File: src/rtl/sfd_pkg.sv
package sfd_pkg;

    // Mode code that selects slave decoding of external syncs
    localparam logic [2:0] SLAVE_MODE = 3'b100;

    // Classified result of one sampled cycle of sync edges
    typedef enum logic [1:0] {
        EV_NONE = 2'd0,
        EV_ODD  = 2'd1,
        EV_EVEN = 2'd2,
        EV_LINE = 2'd3
    } sync_event_e;

    // Level and edge view of the resynchronised syncs
    typedef struct packed {
        logic h_fall;
        logic v_fall;
        logic h_level;
    } sync_edges_t;

    function automatic logic in_span(input int unsigned val,
                                     input int unsigned lo,
                                     input int unsigned hi);
        return (val >= lo) && (val <= hi);
    endfunction

endpackage

File: src/rtl/sfd_sync.sv
module sfd_sync #(
    parameter int WIDTH  = 3,
    parameter int STAGES = 2
) (
    input  logic             clk,
    input  logic             rst,
    input  logic [WIDTH-1:0] din,
    output logic [WIDTH-1:0] dout
);
    logic [WIDTH-1:0] stage_q [STAGES];

    genvar gi;
    generate
        for (gi = 0; gi < STAGES; gi++) begin : g_stage
            if (gi == 0) begin : g_first
                always_ff @(posedge clk) begin
                    if (rst) stage_q[gi] <= '1;
                    else     stage_q[gi] <= din;
                end
            end else begin : g_next
                always_ff @(posedge clk) begin
                    if (rst) stage_q[gi] <= '1;
                    else     stage_q[gi] <= stage_q[gi-1];
                end
            end
        end
    endgenerate

    assign dout = stage_q[STAGES-1];
endmodule

File: src/rtl/sfd_edge_classify.sv
module sfd_edge_classify
    import sfd_pkg::*;
(
    input  logic        clk,
    input  logic        rst,
    input  logic        enable,
    input  logic        hs_n,
    input  logic        vs_n,
    output sync_event_e event_o
);
    logic        hs_prev_q;
    logic        vs_prev_q;
    sync_edges_t edges;

    always_ff @(posedge clk) begin
        if (rst) begin
            hs_prev_q <= 1'b1;
            vs_prev_q <= 1'b1;
        end else begin
            hs_prev_q <= hs_n;
            vs_prev_q <= vs_n;
        end
    end

    always_comb begin
        edges.h_fall  = hs_prev_q & ~hs_n;
        edges.v_fall  = vs_prev_q & ~vs_n;
        edges.h_level = hs_n;
    end

    always_comb begin
        event_o = EV_NONE;
        if (enable) begin
            if (edges.v_fall && edges.h_fall)       event_o = EV_ODD;
            else if (edges.v_fall && edges.h_level) event_o = EV_EVEN;
            else if (edges.h_fall)                  event_o = EV_LINE;
            else                                    event_o = EV_NONE;
        end
    end
endmodule

File: src/rtl/sfd_line_counter.sv
module sfd_line_counter
    import sfd_pkg::*;
#(
    parameter int LINES     = 525,
    parameter int ODD_LOAD  = 1,
    parameter int EVEN_LOAD = 263,
    parameter int LINE_W    = $clog2(LINES + 1)
) (
    input  logic              clk,
    input  logic              rst,
    input  sync_event_e       event_i,
    output logic [LINE_W-1:0] line_q,
    output logic [LINE_W-1:0] line_next,
    output logic              field_even_q,
    output logic              field_start_q
);
    localparam logic [LINE_W-1:0] LAST_LINE = LINE_W'(LINES);
    localparam logic [LINE_W-1:0] ODD_VAL   = LINE_W'(ODD_LOAD);
    localparam logic [LINE_W-1:0] EVEN_VAL  = LINE_W'(EVEN_LOAD);

    always_comb begin
        case (event_i)
            EV_ODD:  line_next = ODD_VAL;
            EV_EVEN: line_next = EVEN_VAL;
            EV_LINE: line_next = (line_q == LAST_LINE) ? LINE_W'(1) : line_q + 1'b1;
            default: line_next = line_q;
        endcase
    end

    always_ff @(posedge clk) begin
        if (rst) begin
            line_q        <= '0;
            field_even_q  <= 1'b0;
            field_start_q <= 1'b0;
        end else begin
            line_q        <= line_next;
            field_start_q <= (event_i == EV_ODD) || (event_i == EV_EVEN);
            if (event_i == EV_ODD)       field_even_q <= 1'b0;
            else if (event_i == EV_EVEN) field_even_q <= 1'b1;
        end
    end

    AST_LINE_IN_RANGE: assert property (@(posedge clk) disable iff (rst)
        line_q <= LAST_LINE) else $error("line out of range");

    AST_LINE_STEP: assert property (@(posedge clk) disable iff (rst)
        (!field_start_q && line_q != $past(line_q))
            |-> (line_q == $past(line_q) + 1'b1) || (line_q == LINE_W'(1)))
        else $error("line moved by other than one");
endmodule

File: src/rtl/sfd_blank_gen.sv
module sfd_blank_gen
    import sfd_pkg::*;
#(
    parameter int LINES       = 525,
    parameter int TOP_LAST    = 21,
    parameter int MID_FIRST   = 260,
    parameter int MID_LAST    = 284,
    parameter int TAIL_FIRST  = 522,
    parameter int LINE_W      = $clog2(LINES + 1)
) (
    input  logic              clk,
    input  logic              rst,
    input  logic              ext_en,
    input  logic              ext_blank_n,
    input  logic              slave_on,
    input  logic [LINE_W-1:0] line_next,
    output logic              blank_q,
    output logic              latch_q
);
    logic auto_blank;
    logic blank_d;

    always_comb begin
        auto_blank = in_span(int'(line_next), 1, TOP_LAST)
                   | in_span(int'(line_next), MID_FIRST, MID_LAST)
                   | in_span(int'(line_next), TAIL_FIRST, LINES);
        blank_d    = ext_en ? ~ext_blank_n : auto_blank;
    end

    always_ff @(posedge clk) begin
        if (rst) begin
            blank_q <= 1'b0;
            latch_q <= 1'b0;
        end else begin
            blank_q <= blank_d;
            latch_q <= slave_on & ~blank_d;
        end
    end
endmodule

File: src/rtl/slave_field_decoder.sv
module slave_field_decoder
    import sfd_pkg::*;
#(
    parameter int LINES       = 525,
    parameter int ODD_LOAD    = 1,
    parameter int EVEN_LOAD   = 263,
    parameter int TOP_LAST    = 21,
    parameter int MID_FIRST   = 260,
    parameter int MID_LAST    = 284,
    parameter int TAIL_FIRST  = 522,
    parameter int SYNC_STAGES = 2,
    parameter int LINE_W      = $clog2(LINES + 1)
) (
    input  logic              clk,
    input  logic              rst,
    input  logic [2:0]        mode_sel,
    input  logic              ext_blank_en,
    input  logic              hsync_n,
    input  logic              vsync_n,
    input  logic              blank_n,
    output logic              field_start,
    output logic              field_even,
    output logic [LINE_W-1:0] line_num,
    output logic              blank_flag,
    output logic              data_latch_en
);
    localparam int SYNC_W = 3;

    logic [SYNC_W-1:0] raw_bus;
    logic [SYNC_W-1:0] sync_bus;
    logic              slave_on;
    sync_event_e       evt;
    logic [LINE_W-1:0] line_next;

    assign raw_bus  = {blank_n, vsync_n, hsync_n};
    assign slave_on = (mode_sel == SLAVE_MODE);

    sfd_sync #(.WIDTH(SYNC_W), .STAGES(SYNC_STAGES)) u_sync (
        .clk  (clk),
        .rst  (rst),
        .din  (raw_bus),
        .dout (sync_bus)
    );

    sfd_edge_classify u_edges (
        .clk     (clk),
        .rst     (rst),
        .enable  (slave_on),
        .hs_n    (sync_bus[0]),
        .vs_n    (sync_bus[1]),
        .event_o (evt)
    );

    sfd_line_counter #(
        .LINES     (LINES),
        .ODD_LOAD  (ODD_LOAD),
        .EVEN_LOAD (EVEN_LOAD),
        .LINE_W    (LINE_W)
    ) u_lines (
        .clk           (clk),
        .rst           (rst),
        .event_i       (evt),
        .line_q        (line_num),
        .line_next     (line_next),
        .field_even_q  (field_even),
        .field_start_q (field_start)
    );

    sfd_blank_gen #(
        .LINES      (LINES),
        .TOP_LAST   (TOP_LAST),
        .MID_FIRST  (MID_FIRST),
        .MID_LAST   (MID_LAST),
        .TAIL_FIRST (TAIL_FIRST),
        .LINE_W     (LINE_W)
    ) u_blank (
        .clk         (clk),
        .rst         (rst),
        .ext_en      (ext_blank_en),
        .ext_blank_n (sync_bus[2]),
        .slave_on    (slave_on),
        .line_next   (line_next),
        .blank_q     (blank_flag),
        .latch_q     (data_latch_en)
    );

    AST_ODD_LOADS_FIRST: assert property (@(posedge clk) disable iff (rst)
        (field_start && !field_even) |-> line_num == LINE_W'(ODD_LOAD))
        else $error("odd start line");

    AST_EVEN_LOADS_MID: assert property (@(posedge clk) disable iff (rst)
        (field_start && field_even) |-> line_num == LINE_W'(EVEN_LOAD))
        else $error("even start line");

    AST_PARITY_HELD: assert property (@(posedge clk) disable iff (rst)
        !field_start |-> $stable(field_even))
        else $error("parity moved without start");

    AST_START_PULSE: assert property (@(posedge clk) disable iff (rst)
        field_start |=> !field_start)
        else $error("start wider than one cycle");

    AST_OFF_MODE_QUIET: assert property (@(posedge clk) disable iff (rst)
        ($past(mode_sel) != SLAVE_MODE) |-> !field_start)
        else $error("start outside slave mode");

    AST_ODD_TOP_BLANK: assert property (@(posedge clk) disable iff (rst)
        (field_start && !field_even && !$past(ext_blank_en)) |-> blank_flag)
        else $error("first line not blanked");
endmodule

File: config.mk
export PLATFORM = sky130hd
export DESIGN_NAME = slave_field_decoder
export DESIGN_NICKNAME = d
export VERILOG_FILES = /design/src/rtl/sfd_pkg.sv /design/src/rtl/sfd_sync.sv /design/src/rtl/sfd_edge_classify.sv /design/src/rtl/sfd_line_counter.sv /design/src/rtl/sfd_blank_gen.sv /design/src/rtl/slave_field_decoder.sv
export SDC_FILE = /design/constraint.sdc
export NUM_CORES = 1
export LEC_CHECK = 0
export BUFFER_PORTS_ARGS = -buffer_cell sky130_fd_sc_hd__buf_2
export CORE_MARGIN = 8
export CORE_UTILIZATION = 45
export CTS_CLUSTER_DIAMETER = 150
export CTS_CLUSTER_SIZE = 40
export DETAILED_ROUTE_END_ITERATION = 10
export GPL_TIMING_DRIVEN = 0
export PLACE_DENSITY = 0.69
export SLEW_MARGIN = 20
export SYNTH_ARGS = -nofsm -noshare
export SYNTH_HDL_FRONTEND = slang
export SYNTH_SLANG_ARGS = --single-unit
export TNS_END_PERCENT = 5
File: constraint.sdc
create_clock -name clk -period 3.6 [get_ports clk]
set_input_delay 0.72 -clock clk [delete_from_list [all_inputs] [get_ports clk]]
set_output_delay 0.72 -clock clk [all_outputs]
set_load 0.005 [all_outputs]
# Word-level counts from Yosys, hierarchy flattened
# Memory sizes are Yosys's and may differ from the RTL's.
# Cells that the tools add are included.
# Widths: inputs -> output; s select.
# totals
memories,1
mem_bits_rw,6
wordCells,50
input_bits,9
output_inout_bits,14
register_bits,16
# op_classes
muxes,12
add_sub_neg,1
bitwise,11
n_reduce_logical,7
n_lt_le_gt_ge,6
n_eq_ne,5
# mem_list
name,depth,word_bits,read_ports,rd_clocked_by_memory_dff,wr,line,source
u_sync.stage_q,2,3,2,0,2,sfd_sync.sv:10,logic [WIDTH-1:0] stage_q [STAGES];
# op_table
op,count
$pmux 10 s3,1
$add 10x1->10 const B,1
$eq 10x10->1 const B,1
$ge 10x1->1 const B,1
$ge 10x10->1 const B,1
$ge 10x9->1 const B,1
$le 10x10->1 const B,1
$le 10x5->1 const B,1
$le 10x9->1 const B,1
$mux 10,1
$mux 2,4
$mux 3,2
$logic_and 1x1->1,5
$eq 2x2->1 const B,2
$mux 1,4
$not 1->1,4
$or 1x1->1,4
$and 1x1->1,3
$eq 3x3->1 const B,1
$eq 2x1->1 const B,1
$reduce_or 2->1,1
$logic_or 1x1->1,1

# Logic depth before layout (Yosys ltp)
# Gate-level depths: netlist (run 1).
# logic_depth
depth_word,15
mapped_depth,13
depth_no_buf,12

# Modules after synthesis
# A second synthesis (run 1) with hierarchy kept.
# unflattened
hier_cells,128
hier_area_um2,1137.3
# by_module_without_submodules
mod,instances,area_each_um2,cells_each
sfd_line_counter,1,739.5,91
sfd_sync,1,157.7,12
sfd_blank_gen,1,140.1,15
sfd_edge_classify,1,87.6,9
slave_field_decoder,1,12.5,1

# Worst setup path before layout (run 1)
# No wires, ideal clock.
# synth_timing
kind,in2reg
startpoint,input port mode_sel[1]
endpoint,register u_blank.latch_q
arrival_ps,3050
required_ps,3483
path_buffers,0
setup_slack_ps,434
stages,12
path_cell_list,nor2_1 > nand2_1 > nor2_1 > inv_1 > ha_1 > or4b_1 > o32ai_4 > or2b_2 > o22a_2 > o32ai_1 > a32o_2 > a22o_1
# synth_between
elab_chain_len,11
elab_cells_between_ends,20
cone_classes,6 x order compare; 4 x eq/ne; 3 x mux; 4 x bitwise; 3 x reduce/logical
# synth_rtl
item,line,source
from (decl),slave_field_decoder.sv:16,"input logic [2:0] mode_sel,"
$eq 3x3->1 *,slave_field_decoder.sv:36,assign slave_on = (mode_sel == SLAVE_MODE);
$mux 2,sfd_edge_classify.sv:33,if (enable) begin
$eq 2x2->1 / $eq 2x1->1 (equally long branches),sfd_line_counter.sv:22,case (event_i)
$pmux 10 s3,sfd_line_counter.sv:22,
$ge 10x1->1 (tied with other cells),sfd_pkg.sv:24,return (val >= lo) && (val <= hi);
$logic_and 1x1->1,sfd_pkg.sv:24,
$or 1x1->1,sfd_blank_gen.sv:25,"| in_span(int'(line_next), MID_FIRST, MID_LAST)"
$or 1x1->1,sfd_blank_gen.sv:26,"| in_span(int'(line_next), TAIL_FIRST, LINES);"
$mux 1,sfd_blank_gen.sv:27,blank_d = ext_en ? ~ext_blank_n : auto_blank;
$not 1->1,sfd_blank_gen.sv:36,latch_q <= slave_on & ~blank_d;
$and 1x1->1 *,sfd_blank_gen.sv:36,
to (signal assigned),sfd_blank_gen.sv:36,
to (decl),sfd_blank_gen.sv:18,output logic latch_q
# Mark *: on every way between the ends. The rest lies on a longest branch, timed or not.
# A chain may end at the register's enable or synchronous reset.

# Worst setup path in the final report (run 1)
# Same ends and word-level chain as after synthesis.

==> impl_metrics.py, run 1 <==
metrics = {
    "grt": {
        "overflow": 0,
        "grt_max_degree": 13,
        "grtUsageMet1_pct": 16.6,
        "met3_usage_pct": 3.27,
        "top_usage_layer": "met2",
        "grt_first_pass_wirelength_um": 4970,
        "antenna_found_initial": 0,
        "grt_pass1_vias": 1068,
        "met2_usage_pct": 23.1,
        "track_usage_pct": 13.9,
    },
    "yosys": {
        "synth-seq-cells": 22,
        "synth_common_cells": "dfxtp_1, nor2_1, nand2_1, nor3_1, or2_2",
        "syn-num-nets": 148,
        "seq_area_frac_synth_pct": 35.9,
        "synth_edf_count": 0,
        "synth_area_um2": 1230,
        "synth_area_leaders": "dfxtp_1, ha_1, nor2_1",
        "synth_top_cell_by_area": "dfxtp_1",
        "yosysWarnings": 0,
        "synth.avg_cell_area_um2": 9.22,
        "synthCells": 133,
        "async_reset_ff_share_pct": 0,
        "yosysTopAreaCellShare_pct": 35.9,
        "yosysMostFrequentCell": "dfxtp_1",
        "synth_cell_type_count": 47,
        "ys.flop_type": "dfxtp_1",
    },
    "routing": {
        "dr.pass1.iters": 4,
        "wl_per_cell_um": 14.7,
        "ant_nets": 0,
        "vias": 1031,
        "vias_per_cell": 5.43,
        "wl_um": 2800,
        "drcViolationCount": 0,
        "initialDrtViolationCount": 56,
    },
    "pwr": {
        "pwr-share-seq_pct": 59.9,
        "p_comb_share_pct": 7.1,
        "power_density_nw_per_um2": 297,
        "swShare_pct": 22.5,
        "power.leakage_nw": 0.577,
        "netSwitchingPower_w": 0.0000942,
        "internal-power_w": 0.000325,
        "vdd_drop_max_uv": 298,
        "p_clk_share_pct": 33.0,
    },
    "floorplan": {
        "die_h_um": 68.2,
        "core_area_um2": 2660,
        "row_count": 19,
        "initial_core_util_pct": 46.1,
        "die_width_um": 68.2,
        "dieArea_um2": 4650,
        "io_pins": 23,
    },
    "layout": {
        "fin_nets": 175,
        "synthToLayoutAreaGrowth_pct": 15.1,
        "post-route-cell-area_um2": 1410,
        "drive_above_1_share_pct": 30.2,
        "num_antenna_cells": 0,
    },
    "clock_network": {
        "cts_htree_levels": 1,
        "post_cts_buffers": 0,
        "clk_pin_slew_worst_paths_ns": 0.12,
        "tritoncts": "yes",
        "cts_resized": 0,
        "numCtsBuffers": 3,
        "ctsHoldBuffers": 0,
        "clk_latency_ns": 0.31,
        "cts_sinks": 22,
        "clockBufferDepth": 2,
        "cts_root_buffer": "clkbuf_4",
    },
    "sta": {
        "relSlewSlack_pct": 63.4,
        "max_freq_ghz": 0.301,
        "worst_pin_slew_ns": 0.549,
        "period_needed_ns": 3.32,
        "finalSetupViolCount": 0,
        "finClkSkew_ns": 0.00358,
        "rsz0062_at_grt": "no",
        "drv_slew": 0,
        "holdWs_ns": 0.434,
        "hold_viol_final": 0,
        "min_period_over_period_pct": 92.2,
    },
    "place": {
        "gp_congestion": 0.905,
        "placed_cell_area_um2": 1380,
        "numPortBuffers": 22,
        "dp_hpwl_um": 2180,
    },
    "setup_path": {
        "reg2reg_from": "u_sync.stage_q[1][0]",
        "required_ns": 3.82,
        "cp_max_fo": 10,
        "crit_type": "primary input to register",
        "start_kind": "primary input",
        "arrival_ns": 3.54,
        "crit_path_start": "mode_sel[1]",
        "worstSetupEndpointType": "register",
    },
    "hold_path": {
        "min-delay-start": "u_sync.stage_q[0][2]",
        "hold_path.class": "register to register",
    },
    "job": {
        "cap_viol_max_count": 0,
    },
    "run_status": {
        "status": "finished clean",
    },
}
-- worst max-delay path, stage by stage --
cell	delay, ns
buf_2	0.10
nor2_1	0.12
nand2_1	0.12
nor2_1	0.23
inv_1	0.10
ha_1	0.26
or4b_1	0.53
o32ai_4	0.44
or2b_2	0.24
o22a_2	0.13
o32ai_1	0.09
a32o_2	0.25
a22o_1	0.21
-- power groups by stage --
stage / clock, W / sequential, W / combinational (W)
floorplan: 0 / 0.000256 / 0.0000187
global placement: 0 / 0.000256 / 0.0000294
detailed placement: 0 / 0.000256 / 0.0000302
CTS: 0.000145 / 0.000251 / 0.0000304
global route: 0.000155 / 0.000252 / 0.0000336
finish: 0.000138 / 0.000251 / 0.0000299
-- area by class of cell --
cell class                      instances  area (um2)
Multi-Input combinational cell        104         756
Sequential cell                        22         440
Buffer                                  4        18.8
Inverter                                3        11.3
Timing Repair Buffer                   22         110
Tap cell                               31        38.8
Clock buffer                            4        36.3
Fill cell                             269        1250
-- kinds of logic (layout without fill, tap and decap cells) --
family	after synthesis	after routing	share of synthesized area (%)
compound gates	21	21	18.0
xor+xnor	8	8	5.71
fa+ha+maj	6	6	6.12
buf+inv	7	33	2.45
flops	22	22	35.9
mux	1	1	0.816
simple gates	68	68	31.0
-- flip-flops by register name, summed over array words and instances, names as in the netlist --
signal,flops
u_lines.line_q,10
u_sync.stage_q,6
u_blank.blank_q,1
u_blank.latch_q,1
u_edges.hs_prev_q,1
u_edges.vs_prev_q,1
u_lines.field_even_q,1
u_lines.field_start_q,1
-- layout by cell type (no fill, tap or decap), drive strengths merged, types with 3 or more instances in the layout --
cell type  instances
xor2               3
buf               23
nor2              15
xnor2              5
clkbuf             7
nand2b             5
or2                9
ha                 6
nand4              3
inv                3
nand2             11
dfxtp             22
nor3               9
-- path summary, 6_finish.rpt --
check	endpoint	slack, ns	cells after the start
max	u_blank.latch_q	0.28	13
min	u_sync.stage_q[1][2]	0.43	1
max reg2reg	u_blank.latch_q	0.46	12
min reg2reg	u_sync.stage_q[1][2]	0.43	1
-- through the flow --
step	util, %	TNS [ns]	power (W)	cells	setup slack, ns
after global placement	51.6	0	0.000285	186	0.0487
after CTS	53.0	0	0.000426	190	0.277
final	53.0	0	0.000419	190	0.281
after floorplan	-	0	0.000275	133	0.434
after global routing	53.0	0	0.000441	190	0.107
after detailed placement	51.6	-0.0605	0.000286	186	-0.0592
-- routing by layer --
| layer | vias up | wire length (um) | share of wire, % |
|---|---|---|---|
| li1 | 527 | - | - |
| met1 | 480 | 1220 | 44 |
| met2 | 20 | 1390 | 50 |
| met3 | 4 | 154 | 5.5 |
| met4 | 0 | 38 | 1.4 |
| met5 | - | 0 | 0 |
Note: power is estimated with default switching activity, not from simulation.
==> inputs of run 2 (changes only) <==
--- a/config.mk
+++ b/config.mk
@@ -6,13 +6,13 @@
 export NUM_CORES = 1
 export LEC_CHECK = 0
 export BUFFER_PORTS_ARGS = -buffer_cell sky130_fd_sc_hd__buf_2
-export CORE_MARGIN = 8
+export CORE_MARGIN = 2
 export CORE_UTILIZATION = 45
 export CTS_CLUSTER_DIAMETER = 150
 export CTS_CLUSTER_SIZE = 40
 export DETAILED_ROUTE_END_ITERATION = 10
 export GPL_TIMING_DRIVEN = 0
-export PLACE_DENSITY = 0.69
+export PLACE_DENSITY = 0.76
 export SLEW_MARGIN = 20
 export SYNTH_ARGS = -nofsm -noshare
 export SYNTH_HDL_FRONTEND = slang
==> run 2 against run 1 <==
  * Maximum frequency rose by 2.2%
  * Wire length fell by 7.9%
  * Non-clock buffer count did not move
  * Global-route usage rose by 2.9 points
  * Final area barely moved
  * Hold slack got worse by 0.0089 ns
  * Utilization rose by 2.9 points
  * Setup slack improved by 0.070 ns
  * Largest cell class unchanged
  * Largest power group unchanged
==> impl_metrics.py, run 2 (synthesis gave the netlist of run 1 again) <==
metrics = {
    "run_status": {
        "status": "finished clean",
    },
    "setup_path": {
        "start_kind": "primary input",
        "required_ns": 3.81,
        "reg2reg_from": "u_sync.stage_q[1][1]",
        "rrSetupSlack_ns": 0.52,
        "worstSetupEndpointType": "register",
        "reg2reg_depth": 12,
        "crit_type": "primary input to register",
        "cp_max_fo": 10,
        "r2r-end": "u_blank.latch_q",
        "arrival_ns": 3.46,
    },
    "floorplan": {
        "dieArea_um2": 3160,
        "row_count": 18,
        "initial_core_util_pct": 48.6,
        "die_width_um": 56.2,
        "io_pins": 23,
        "die_h_um": 56.2,
        "core_area_um2": 2520,
    },
    "clock_network": {
        "cts_root_buffer": "clkbuf_4",
        "cts_htree_levels": 1,
        "clockBufferDepth": 2,
        "clk_latency_ns": 0.31,
        "ctsHoldBuffers": 0,
        "numCtsBuffers": 3,
        "clk_pin_slew_worst_paths_ns": 0.12,
        "tritoncts": "yes",
        "cts_sinks": 22,
        "cts_resized": 0,
        "post_cts_buffers": 0,
    },
    "grt": {
        "antenna_found_initial": 0,
        "grt_max_degree": 13,
        "grt_pass1_vias": 982,
        "overflow": 0,
        "track_usage_pct": 16.8,
        "grt_first_pass_wirelength_um": 4260,
    },
    "layout": {
        "fillCellCount": 232,
        "drive_above_1_share_pct": 30.2,
        "fin_nets": 175,
        "num_antenna_cells": 0,
        "largest-register": "u_lines.line_q",
        "final-seq-area_um2": 440,
        "layout_common_cells": "buf_2, dfxtp_1, nor2_1",
        "synthToLayoutAreaGrowth_pct": 15.0,
        "finish.utilization_pct": 55.9,
        "largest_reg_flops": 10,
        "top_regs": "u_lines.line_q x10, u_sync.stage_q x6",
        "multi_input_area_um2": 756,
    },
    "pwr": {
        "power.leakage_nw": 0.577,
        "vdd_drop_max_uv": 295,
        "power_density_nw_per_um2": 296,
        "totalPowerFinal_w": 0.000417,
    },
    "sta": {
        "final.setup.worst_slack_ns": 0.351,
        "hold_viol_final": 0,
        "min_period_over_period_pct": 90.2,
        "holdWs_ns": 0.425,
        "finalSetupViolCount": 0,
        "relSlewSlack_pct": 65.2,
        "finClkSkew_ns": 0.00488,
        "drv_slew": 0,
        "rsz0062_at_grt": "no",
        "worst_pin_slew_ns": 0.521,
        "fin_tns_setup_ns": 0,
        "max_freq_ghz": 0.308,
        "period_needed_ns": 3.25,
    },
    "place": {
        "place_worst_setup_slack_ns": -0.00937,
        "numPortBuffers": 22,
        "dp_hpwl_um": 1970,
        "gp_congestion": 0.877,
    },
    "routing": {
        "vias_per_cell": 5.50,
        "wl_um": 2580,
        "vias": 1039,
        "dr.pass1.iters": 4,
        "initialDrtViolationCount": 28,
        "drcViolationCount": 0,
        "wl_per_cell_um": 13.7,
        "ant_nets": 0,
    },
    "hold_path": {
        "hold_path_depth": 1,
        "hold_path.class": "register to register",
        "min-delay-start": "u_sync.stage_q[0][0]",
        "holdPathEnd": "u_sync.stage_q[1][0]",
    },
    "job": {
        "cap_viol_max_count": 0,
    },
}
run 2: cell type report:
type / count / share of cell area [%]
plain buffers: 4 / 1.33
clock buffers: 4 / 2.57
inverters: 3 / 0.799
multi-input cells: 104 / 53.6
flip-flops and latches: 22 / 31.2
well taps: 30 / 2.66
repair buffers: 22 / 7.81
run 2: metrics by stage:
stage	cell area, um2	std cells
6_report	1410	189
5_1_grt	1410	189
4_1_cts	1410	189
3_5_place_dp	1370	185
3_3_place_gp	1370	185
2_1_floorplan	1230	133
run 2: power by group:
part | switching (W) | internal (W)
logic | 0.0000156 | 0.0000143
registers | 0.00000208 | 0.000249
clock network | 0.0000752 | 0.0000617
run 2: worst max path at each step:
stage	start	to	slack (ns)	cells past startpoint
after floorplan	mode_sel[1]	u_blank.latch_q	0.43	12
final	mode_sel[1]	u_blank.latch_q	0.35	13
after global routing	mode_sel[1]	u_blank.latch_q	0.15	13
after global placement	mode_sel[1]	u_blank.latch_q	0.08	13
after detailed placement	mode_sel[1]	u_blank.latch_q	-0.009	13
after CTS	mode_sel[1]	u_blank.latch_q	0.34	13
run 2: layer usage:
metal  global-route usage [%]  part of all wire (%)  vias to the layer above
li1                         -                     -                      527
met1                     20.8                    45                      487
met2                     27.9                    50                       21
met3                     2.79                   4.0                        4
met4                     8.50                   1.5                        0
met5                        0                     0                        -
run 2: worst max-delay path, cell delays in order:
cell and delay (ns):
buf_2 0.10, nor2_1 0.12, nand2_1 0.12, nor2_1 0.22, inv_1 0.09, ha_1 0.26
or4b_1 0.53, o32ai_4 0.41, or2b_2 0.23, o22a_2 0.13, o32ai_1 0.08, a32o_2 0.25
a22o_1 0.20
